===== src/rtl/spp_pkg.sv =====
package spp_pkg;
   // request controller state
   typedef enum logic {
      RQ_IDLE = 1'b0,
      RQ_WAIT = 1'b1
   } rq_state_e;
endpackage


===== src/rtl/spp_entry_tbl.sv =====
module spp_entry_tbl #(
   parameter int ENTRIES = 8,
   parameter int TAG_W   = 20,
   parameter int CNT_W   = 8
) (
   input  logic                             clk,
   input  logic                             rst_n,
   input  logic                             upd_en,
   input  logic                             upd_new,
   input  logic [$clog2(ENTRIES)-1:0]       upd_idx,
   input  logic [TAG_W-1:0]                 upd_tag,
   input  logic                             clr_en,
   input  logic [$clog2(ENTRIES)-1:0]       clr_idx,
   input  logic [TAG_W-1:0]                 look_tag,
   output logic [ENTRIES-1:0]               vld_o,
   output logic [ENTRIES-1:0][TAG_W-1:0]    tag_o,
   output logic [ENTRIES-1:0][CNT_W-1:0]    cnt_o,
   output logic                             hit_o,
   output logic [$clog2(ENTRIES)-1:0]       hit_idx_o
);
   localparam int IDX_W = $clog2(ENTRIES);
   localparam logic [CNT_W-1:0] CNT_MAX = {CNT_W{1'b1}};

   logic [ENTRIES-1:0] match;

   for (genvar i = 0; i < ENTRIES; i++) begin : g_ent
      // release wins over a same-cycle update: a miss to the group being
      // acknowledged is absorbed by the promotion
      always_ff @(posedge clk or negedge rst_n) begin
         if (!rst_n) begin
            vld_o[i] <= 1'b0;
            tag_o[i] <= '0;
            cnt_o[i] <= '0;
         end else if (clr_en && clr_idx == IDX_W'(i)) begin
            vld_o[i] <= 1'b0;
            cnt_o[i] <= '0;
         end else if (upd_en && upd_idx == IDX_W'(i)) begin
            if (upd_new) begin
               vld_o[i] <= 1'b1;
               tag_o[i] <= upd_tag;
               cnt_o[i] <= CNT_W'(1);
            end else if (cnt_o[i] != CNT_MAX) begin
               cnt_o[i] <= cnt_o[i] + CNT_W'(1);
            end
         end
      end
      assign match[i] = vld_o[i] && (tag_o[i] == look_tag);
   end

   always_comb begin
      hit_idx_o = '0;
      for (int i = ENTRIES - 1; i >= 0; i--) begin
         if (match[i]) hit_idx_o = IDX_W'(i);
      end
   end

   assign hit_o = |match;
endmodule


===== src/rtl/spp_victim_sel.sv =====
module spp_victim_sel #(
   parameter int ENTRIES = 8,
   parameter int CNT_W   = 8
) (
   input  logic [ENTRIES-1:0]               vld,
   input  logic [ENTRIES-1:0][CNT_W-1:0]    cnt,
   input  logic                             excl_en,
   input  logic [$clog2(ENTRIES)-1:0]       excl_idx,
   output logic [$clog2(ENTRIES)-1:0]       vic_idx
);
   localparam int IDX_W = $clog2(ENTRIES);
   localparam int KEY_W = CNT_W + 1;

   // key: free entry = 0, valid entry = its count, protected entry = top
   logic [ENTRIES-1:0][KEY_W-1:0] key;

   for (genvar i = 0; i < ENTRIES; i++) begin : g_key
      always_comb begin
         if (excl_en && excl_idx == IDX_W'(i))
            key[i] = {KEY_W{1'b1}};
         else if (vld[i])
            key[i] = {1'b0, cnt[i]};
         else
            key[i] = '0;
      end
   end

   always_comb begin
      logic [KEY_W-1:0] best;
      best    = {KEY_W{1'b1}};
      vic_idx = '0;
      for (int i = 0; i < ENTRIES; i++) begin
         if (key[i] < best) begin
            best    = key[i];
            vic_idx = IDX_W'(i);
         end
      end
   end
endmodule


===== src/rtl/spp_req_ctl.sv =====
module spp_req_ctl
   import spp_pkg::*;
#(
   parameter int ENTRIES = 8,
   parameter int TAG_W   = 20,
   parameter int CNT_W   = 8
) (
   input  logic                             clk,
   input  logic                             rst_n,
   input  logic [ENTRIES-1:0]               vld,
   input  logic [ENTRIES-1:0][TAG_W-1:0]    tag,
   input  logic [ENTRIES-1:0][CNT_W-1:0]    cnt,
   input  logic [CNT_W-1:0]                 ratio,
   input  logic                             ack,
   output logic                             req_o,
   output logic [$clog2(ENTRIES)-1:0]       req_idx_o,
   output logic [TAG_W-1:0]                 req_tag_o
);
   localparam int IDX_W = $clog2(ENTRIES);

   rq_state_e          state;
   logic [ENTRIES-1:0] ready;
   logic               found;
   logic [IDX_W-1:0]   first;

   for (genvar i = 0; i < ENTRIES; i++) begin : g_rdy
      assign ready[i] = vld[i] && (cnt[i] >= ratio);
   end

   always_comb begin
      first = '0;
      for (int i = ENTRIES - 1; i >= 0; i--) begin
         if (ready[i]) first = IDX_W'(i);
      end
   end
   assign found = |ready;

   always_ff @(posedge clk or negedge rst_n) begin
      if (!rst_n) begin
         state     <= RQ_IDLE;
         req_idx_o <= '0;
         req_tag_o <= '0;
      end else begin
         case (state)
            RQ_IDLE: if (found) begin
               state     <= RQ_WAIT;
               req_idx_o <= first;
               req_tag_o <= tag[first];
            end
            RQ_WAIT: if (ack) state <= RQ_IDLE;
            default: state <= RQ_IDLE;
         endcase
      end
   end

   assign req_o = (state == RQ_WAIT);
endmodule


===== src/rtl/spp_promote_mon.sv =====
module spp_promote_mon #(
   parameter int VPN_W     = 24,
   parameter int GRP_SHIFT = 4,
   parameter int ENTRIES   = 8,
   parameter int CNT_W     = 8
) (
   input  logic             clk,
   input  logic             rst_n,
   input  logic             miss_vld,
   input  logic [VPN_W-1:0] miss_vpn,
   input  logic [CNT_W-1:0] ratio,
   input  logic             ack,
   output logic             req,
   output logic [VPN_W-1:0] req_base
);
   localparam int TAG_W = VPN_W - GRP_SHIFT;
   localparam int IDX_W = $clog2(ENTRIES);

   if (ENTRIES < 2) begin : g_bad_entries
      $error("spp_promote_mon: ENTRIES must be at least 2");
   end
   if (GRP_SHIFT < 1 || GRP_SHIFT >= VPN_W) begin : g_bad_shift
      $error("spp_promote_mon: GRP_SHIFT out of range");
   end
   if (CNT_W < 1) begin : g_bad_cnt
      $error("spp_promote_mon: CNT_W must be positive");
   end

   logic [TAG_W-1:0]                 grp;
   logic [ENTRIES-1:0]               vld;
   logic [ENTRIES-1:0][TAG_W-1:0]    tag;
   logic [ENTRIES-1:0][CNT_W-1:0]    cnt;
   logic                             hit;
   logic [IDX_W-1:0]                 hit_idx;
   logic [IDX_W-1:0]                 vic_idx;
   logic [IDX_W-1:0]                 req_idx;
   logic [TAG_W-1:0]                 req_tag;

   assign grp = miss_vpn[VPN_W-1:GRP_SHIFT];

   spp_entry_tbl #(.ENTRIES(ENTRIES), .TAG_W(TAG_W), .CNT_W(CNT_W)) u_tbl (
      .clk       (clk),
      .rst_n     (rst_n),
      .upd_en    (miss_vld),
      .upd_new   (!hit),
      .upd_idx   (hit ? hit_idx : vic_idx),
      .upd_tag   (grp),
      .clr_en    (req && ack),
      .clr_idx   (req_idx),
      .look_tag  (grp),
      .vld_o     (vld),
      .tag_o     (tag),
      .cnt_o     (cnt),
      .hit_o     (hit),
      .hit_idx_o (hit_idx)
   );

   spp_victim_sel #(.ENTRIES(ENTRIES), .CNT_W(CNT_W)) u_vic (
      .vld      (vld),
      .cnt      (cnt),
      .excl_en  (req),
      .excl_idx (req_idx),
      .vic_idx  (vic_idx)
   );

   spp_req_ctl #(.ENTRIES(ENTRIES), .TAG_W(TAG_W), .CNT_W(CNT_W)) u_req (
      .clk       (clk),
      .rst_n     (rst_n),
      .vld       (vld),
      .tag       (tag),
      .cnt       (cnt),
      .ratio     (ratio),
      .ack       (ack),
      .req_o     (req),
      .req_idx_o (req_idx),
      .req_tag_o (req_tag)
   );

   assign req_base = {req_tag, {GRP_SHIFT{1'b0}}};
endmodule


===== config.mk =====
export PLATFORM = sky130hd
export DESIGN_NAME = spp_promote_mon
export DESIGN_NICKNAME = d
export VERILOG_FILES = /design/src/rtl/spp_pkg.sv /design/src/rtl/spp_entry_tbl.sv /design/src/rtl/spp_victim_sel.sv /design/src/rtl/spp_req_ctl.sv /design/src/rtl/spp_promote_mon.sv
export SDC_FILE = /design/constraint.sdc
export NUM_CORES = 1
export LEC_CHECK = 0
export BUFFER_PORTS_ARGS = -buffer_cell sky130_fd_sc_hd__buf_4
export CAP_MARGIN = 10
export CORE_MARGIN = 4
export CORE_UTILIZATION = 38
export DETAILED_ROUTE_END_ITERATION = 12
export PLACE_DENSITY = 0.59
export SYNTH_ARGS = -nofsm -noshare
export SYNTH_HDL_FRONTEND = slang
export SYNTH_SLANG_ARGS = --single-unit

===== constraint.sdc =====
create_clock -name clk -period 20.7 [get_ports clk]
set_input_delay 6.21 -clock clk [delete_from_list [all_inputs] [get_ports clk]]
set_output_delay 6.21 -clock clk [all_outputs]
set_load 0.01 [all_outputs]

Word level (Yosys, flattened, before mapping):

Index checks and enable logic that the tools add are counted.
W data, S select, Z words.

* add/sub/neg operators: 8
* reduce and logical (&&, ||, !) cells: 78
* bitwise logic cells: 10
* muxes and demuxes: 101
* $lt $le $gt $ge: 17
* equal/unequal tests: 46

Operators with widths (number)
* $mux W8: 40
* $eq A20 B20 Y1: 8
* $mux W9: 15
* $add A8 B1 Y8 const B: 8
* $ge A8 B8 Y1: 8
* $ne A8 B8 Y1 const B: 8
* $lt A9 B9 Y1: 7
* $mux W3: 21
* $bmux W20 S3: 1
* $logic_and A1 B1 Y1: 41
* $reduce_and A2 Y1: 17
* $eq A3 B3 Y1 const B: 8
* $ne A3 B1 Y1 const B: 8
* $reduce_and A3 Y1: 8
* $mux W1: 20
* $mux W20: 1
* $ne A2 B1 Y1 const B: 8
* $reduce_bool A2 Y1: 8
* $reduce_or A8 Y1: 2
* $eq A3 B2 Y1 const B: 4
* $not A1 Y1: 10
* $lt A9 B9 Y1 const B: 1
* $eq A3 B1 Y1 const B: 2
* $logic_not A3 Y1: 2
* 3 further kinds: 4

* input port bits: 36
* output and inout port bits: 25
* register bits after elaboration: 256

Depth between registers and ports, before layout:

* depth after elaboration: 24
* depth in mapped cells: 89
* mapped depth without buffers: 80

Hierarchy:

A second synthesis with hierarchy kept.

* cell total of the unflattened synthesis: 1951
* area total of the unflattened synthesis: 18450.2 sq um

Modules (own cells, without submodules)
* spp_entry_tbl: sequential area each 5805.6 sq um, area each 11681.2 sq um, times used 1, cells each 1019
* spp_req_ctl: sequential area each 600.6 sq um, area each 3574.7 sq um, times used 1, cells each 456
* spp_victim_sel: sequential area each 0.0 sq um, area each 3116.7 sq um, times used 1, cells each 466
* spp_promote_mon: sequential area each 0.0 sq um, area each 77.6 sq um, times used 1, cells each 10

Worst setup path after synthesis:

No wires, ideal clock.

* path type: register to register
* from: register u_req.state (netlist: u_req.req_o)
* to: register u_tbl.tag_o[100] in the netlist's numbering
* stages on the path, launching flop included: 83
* buffers on the path: 9
* library setup time: 0.125 ns
* setup slack: 4.851 ns
* data arrival time: 15.724 ns
* path through: dfrtp_1 > buf_2 > nor4b_4 > inv_1 > ha_1 > nand4_1 > nor4_2 > clkbuf_1 > o21ai_0 > o31ai_1 > ha_1 > a21o_1 > a21oi_1 > o21ai_0 > or4_1 > nand4_1 > buf_4 > clkbuf_1 > [... 47 more ...] > a31oi_1 > clkbuf_1 > o21ai_0 > ha_1 > a21oi_1 > nor2b_1 > o21ai_0 > nand2b_1 > a21oi_1 > o21ai_0 > o21bai_1 > nand2_1 > o31ai_2 > mux2_4 > or2_1 > or3_4 > buf_6 > mux2_4

* word-level cells in the longest chain between the ends: 22

RTL lines
* from (decl): RTL line spp_req_ctl.sv:21 `rq_state_e state;`
* from (signal assigned): RTL line spp_req_ctl.sv:40 `state <= RQ_IDLE;`
* from (signal assigned): RTL line spp_req_ctl.sv:46 `state <= RQ_WAIT;`
* from (signal assigned): RTL line spp_req_ctl.sv:50 `RQ_WAIT: if (ack) state <= RQ_IDLE;`
* $logic_and A1 B1 Y1: RTL line spp_victim_sel.sv:19 `if (excl_en && excl_idx == IDX_W'(i))`
* $mux W9: RTL line spp_victim_sel.sv:19
* $lt A9 B9 Y1: RTL line spp_victim_sel.sv:33 `if (key[i] < best) begin`
* $mux W9: RTL line spp_victim_sel.sv:33
* $lt A9 B9 Y1: RTL line spp_victim_sel.sv:33
* $mux W9: RTL line spp_victim_sel.sv:33
* $lt A9 B9 Y1: RTL line spp_victim_sel.sv:33
* $mux W9: RTL line spp_victim_sel.sv:33
* [... 6 more ...]
* $lt A9 B9 Y1: RTL line spp_victim_sel.sv:33
* $mux W9: RTL line spp_victim_sel.sv:33
* $lt A9 B9 Y1: RTL line spp_victim_sel.sv:33
* $mux W3: RTL line spp_victim_sel.sv:33
* $mux W3: RTL line spp_promote_mon.sv:46 `.upd_idx (hit ? hit_idx : vic_idx),`
* $eq A3 B3 Y1: RTL line spp_entry_tbl.sv:37 `end else if (upd_en && upd_idx == IDX_W'(i)) begin`
* $logic_and A1 B1 Y1: RTL line spp_entry_tbl.sv:37
* $reduce_and A3 Y1 (no source line) *
* to (signal, indexed assignment): RTL line spp_entry_tbl.sv:40 `tag_o[i] <= upd_tag;`
* to (decl): RTL line spp_entry_tbl.sv:16 `output logic [ENTRIES-1:0][TAG_W-1:0] tag_o,`

Mark *: on every way between the ends. The rest lies on a longest branch, timed or not.
A chain may end at the register's enable or synchronous reset.

Worst setup path after layout:

* from: register u_req.state (netlist: u_req.req_o)
* to: register u_tbl.tag_o[54] in the netlist's numbering

* word-level cells in the longest chain between the ends: 22

RTL lines (RTL line)
* $logic_and A1 B1 Y1: spp_victim_sel.sv:19
* $mux W9: spp_victim_sel.sv:19
* $lt A9 B9 Y1: spp_victim_sel.sv:33
* $mux W9: spp_victim_sel.sv:33
* $lt A9 B9 Y1: spp_victim_sel.sv:33
* $mux W9: spp_victim_sel.sv:33
* $lt A9 B9 Y1: spp_victim_sel.sv:33
* $mux W9: spp_victim_sel.sv:33
* [... 6 more ...]
* $lt A9 B9 Y1: spp_victim_sel.sv:33
* $mux W9: spp_victim_sel.sv:33
* $lt A9 B9 Y1: spp_victim_sel.sv:33
* $mux W3: spp_victim_sel.sv:33
* $mux W3: spp_promote_mon.sv:46
* $eq A3 B2 Y1: spp_entry_tbl.sv:37
* $logic_and A1 B1 Y1: spp_entry_tbl.sv:37
* $reduce_and A3 Y1 (no source line) *

Marked as above.

==> metrics <==
run status=complete, no violations; setup violators final=0; Mapped Cells=roughly 2000; Area Growth Syn to Fin=10.9%; post-synthesis sequential area ratio=0.331; vias in the first global route=15600; Critical-path top delay cell=nor2_1; CP Max Fanout=20; die area=54500 sq um; die width=234 microns; Data arrival, critical path=19.32 ns; H-tree levels=1; asr flop ratio synth=1.00; row count=82; Final Hold Fails=0; required time worst endpoint=21.19 ns; gpl congestion=0.949; element type at the critical path end=flop; Layout Skew=0.0173 ns; Yosys cell types=a little under 90; slew margin rel.=0.327; core area=50300 sq um; worst stage delay on the critical path=0.77 ns; Port Buf Inserts=52; postcts setup bufs=0; Top cell by count, worst path=a21oi_1; Worst-path clk slew=0.07 ns; Overall Global Routing Usage=0.235; number of routed nets with antenna violations=0; antenna violations before repair=0; CTS buffer count=31; min-delay worst type=flop to flop; Syn Std Cell Area=19300 sq um; Post-Route WL=64900 microns; Max clock buf depth=3; First-pass DRT Iterations=5; first-pass GRT wire length=roughly 98000 microns; ANT cells=0; CTS sink count=about 260; final critical-path required period=18.83 ns; detailed-route DRC error count=0; GRT overflow=0; CTS resizes=0; EDFF count, synth=0; CTS Hold Bufs=0; prevailing post-synth register cell=dfrtp_1; CP Class=flop to flop; largest net degree at the start of global routing=150; share of post-route cells with drive strength above 1=0.185; f_max=~53 MHz; Final #Nets=between 2000 and 2500; worst skew pair latency=around 0.62 ns; Ports=between 60 and 70; Max-Cap Viols=0; Die Y=234 microns; Final Slew Violations=0; Yosys Warn Count=0; DR iter-0 viols=1395; setup TNS=0 ns; Worst-Margin Slew=~1.0 ns; most frequent cells in the layout=256 x dfrtp_1, 155 x nand2_1, 135 x a21oi_1, 123 x ha_1, 116 x mux2_2; Routed WL per cell=24.1 microns; Startpoint Class=flop; TritonCTS clock tree=yes; post-DP HPWL=47600 microns; Syn Area/Cell=9.65 sq um; vias=15800; Yosys reg bits=256; Initial Utilization=0.385; root buffer cell=clkbuf_16; vias per cell=5.88; commonest non-fill, non-tap cell in the layout=dfrtp_1; fin crit share=0.909; RSZ-0062 raised after global routing=no
==> flip-flops by register name, indices dropped and copies added, names as in the netlist <==
name,count
u_tbl.tag_o,160
u_req.req_o,1
u_tbl.cnt_o,64
u_req.req_tag_o,20
u_req.req_idx_o,3
u_tbl.vld_o,8
==> critical path, delay by kind of cell (launching register included) <==
kind                     cells  cell delay [ns]
flip-flops                   1             0.70
buffers and inverters        8             1.49
adder cells (fa/ha/maj)      8             2.37
AND/OR/NAND/NOR             28             6.14
multiplexers                 3             0.80
AO/OA/AOI/OAI               33             7.12
==> logic make-up after synthesis <==
family,Yosys count,share of synthesized area
compound gates,443,0.148
fa+ha+maj,125,0.0807
xor+xnor,162,0.0734
mux,220,0.155
buf+inv,188,0.0402
flops,256,0.331
simple gates,608,0.172
other cells,1,0.000194
==> layer usage <==
layer	track usage	vias up	routed length, microns
met1	0.305	7885	27200
met5	0	-	0
li1	-	7321	-
met4	0.0939	0	3070
met3	0.0277	129	3200
met2	0.400	500	31400
==> cell type report <==
class	instances	area [sq um]
fill	4910	28800
multi-input combinational	1562	12200
sequential	256	6410
clock buffer	44	925
tap	672	841
timing repair buffer	76	591
inverter	69	259
clock inverter	14	199
==> metrics by stage <==
stage          utilization  setup WS, ns  std cells  hold slack, ns  area, sq um
6_report             0.426          1.87       2693           0.538        21400
5_1_grt              0.426         0.256       2693           0.554        21400
4_1_cts              0.426          1.62       2692           0.540        21400
3_5_place_dp         0.404          1.71       2634           0.526        20300
3_3_place_gp         0.404          1.99       2634           0.516        20300
2_1_floorplan            -          4.85       2006           0.502        19300
==> Yosys cell counts, types with 10 or more instances <==
master | number | area share
nand2b_1 | 28 | 0.0091
or2_2 | 20 | 0.0065
nand4_1 | 50 | 0.016
nor3_1 | 41 | 0.011
mux4_2 | 40 | 0.047
o21ai_0 | 96 | 0.025
xnor2_1 | 96 | 0.043
nor2b_1 | 20 | 0.0065
a21o_1 | 74 | 0.029
a211oi_1 | 17 | 0.0066
a21oi_1 | 136 | 0.035
buf_2 | 18 | 0.0047
mux2_1 | 29 | 0.017
nand3_1 | 51 | 0.013
dfrtp_1 | 256 | 0.33
mux2_2 | 116 | 0.068
nand4b_1 | 20 | 0.0091
a31oi_1 | 12 | 0.0039
nor4_1 | 14 | 0.0045
a22oi_1 | 21 | 0.0082
ha_1 | 123 | 0.080
nand2_1 | 155 | 0.030
clkbuf_1 | 83 | 0.016
nor2_1 | 107 | 0.021
and2_1 | 10 | 0.0032
inv_1 | 67 | 0.013
o31ai_1 | 18 | 0.0070
and3_1 | 22 | 0.0071
xor2_1 | 66 | 0.030
mux2i_1 | 14 | 0.0072
mux2_4 | 21 | 0.016
nor3b_1 | 11 | 0.0043
==> path summary, 6_finish.rpt <==
path                            startpoint              end  slack [ns]  cells after the start
setup / recovery               u_req.req_o  u_tbl.tag_o[54]        1.87                     80
hold / removal             u_tbl.tag_o[93]  u_tbl.tag_o[93]        0.54                      1
setup reg to reg               u_req.req_o  u_tbl.tag_o[54]        1.87                     80
hold reg to reg            u_tbl.tag_o[93]  u_tbl.tag_o[93]        0.54                      1
max in group asynchronous            rst_n   u_tbl.tag_o[7]       13.64                      2
min in group asynchronous            rst_n  u_tbl.cnt_o[14]        5.66                      1
Power is not shown: default switching activity piles up to over one toggle a cycle in this logic, so the estimate is an artifact.
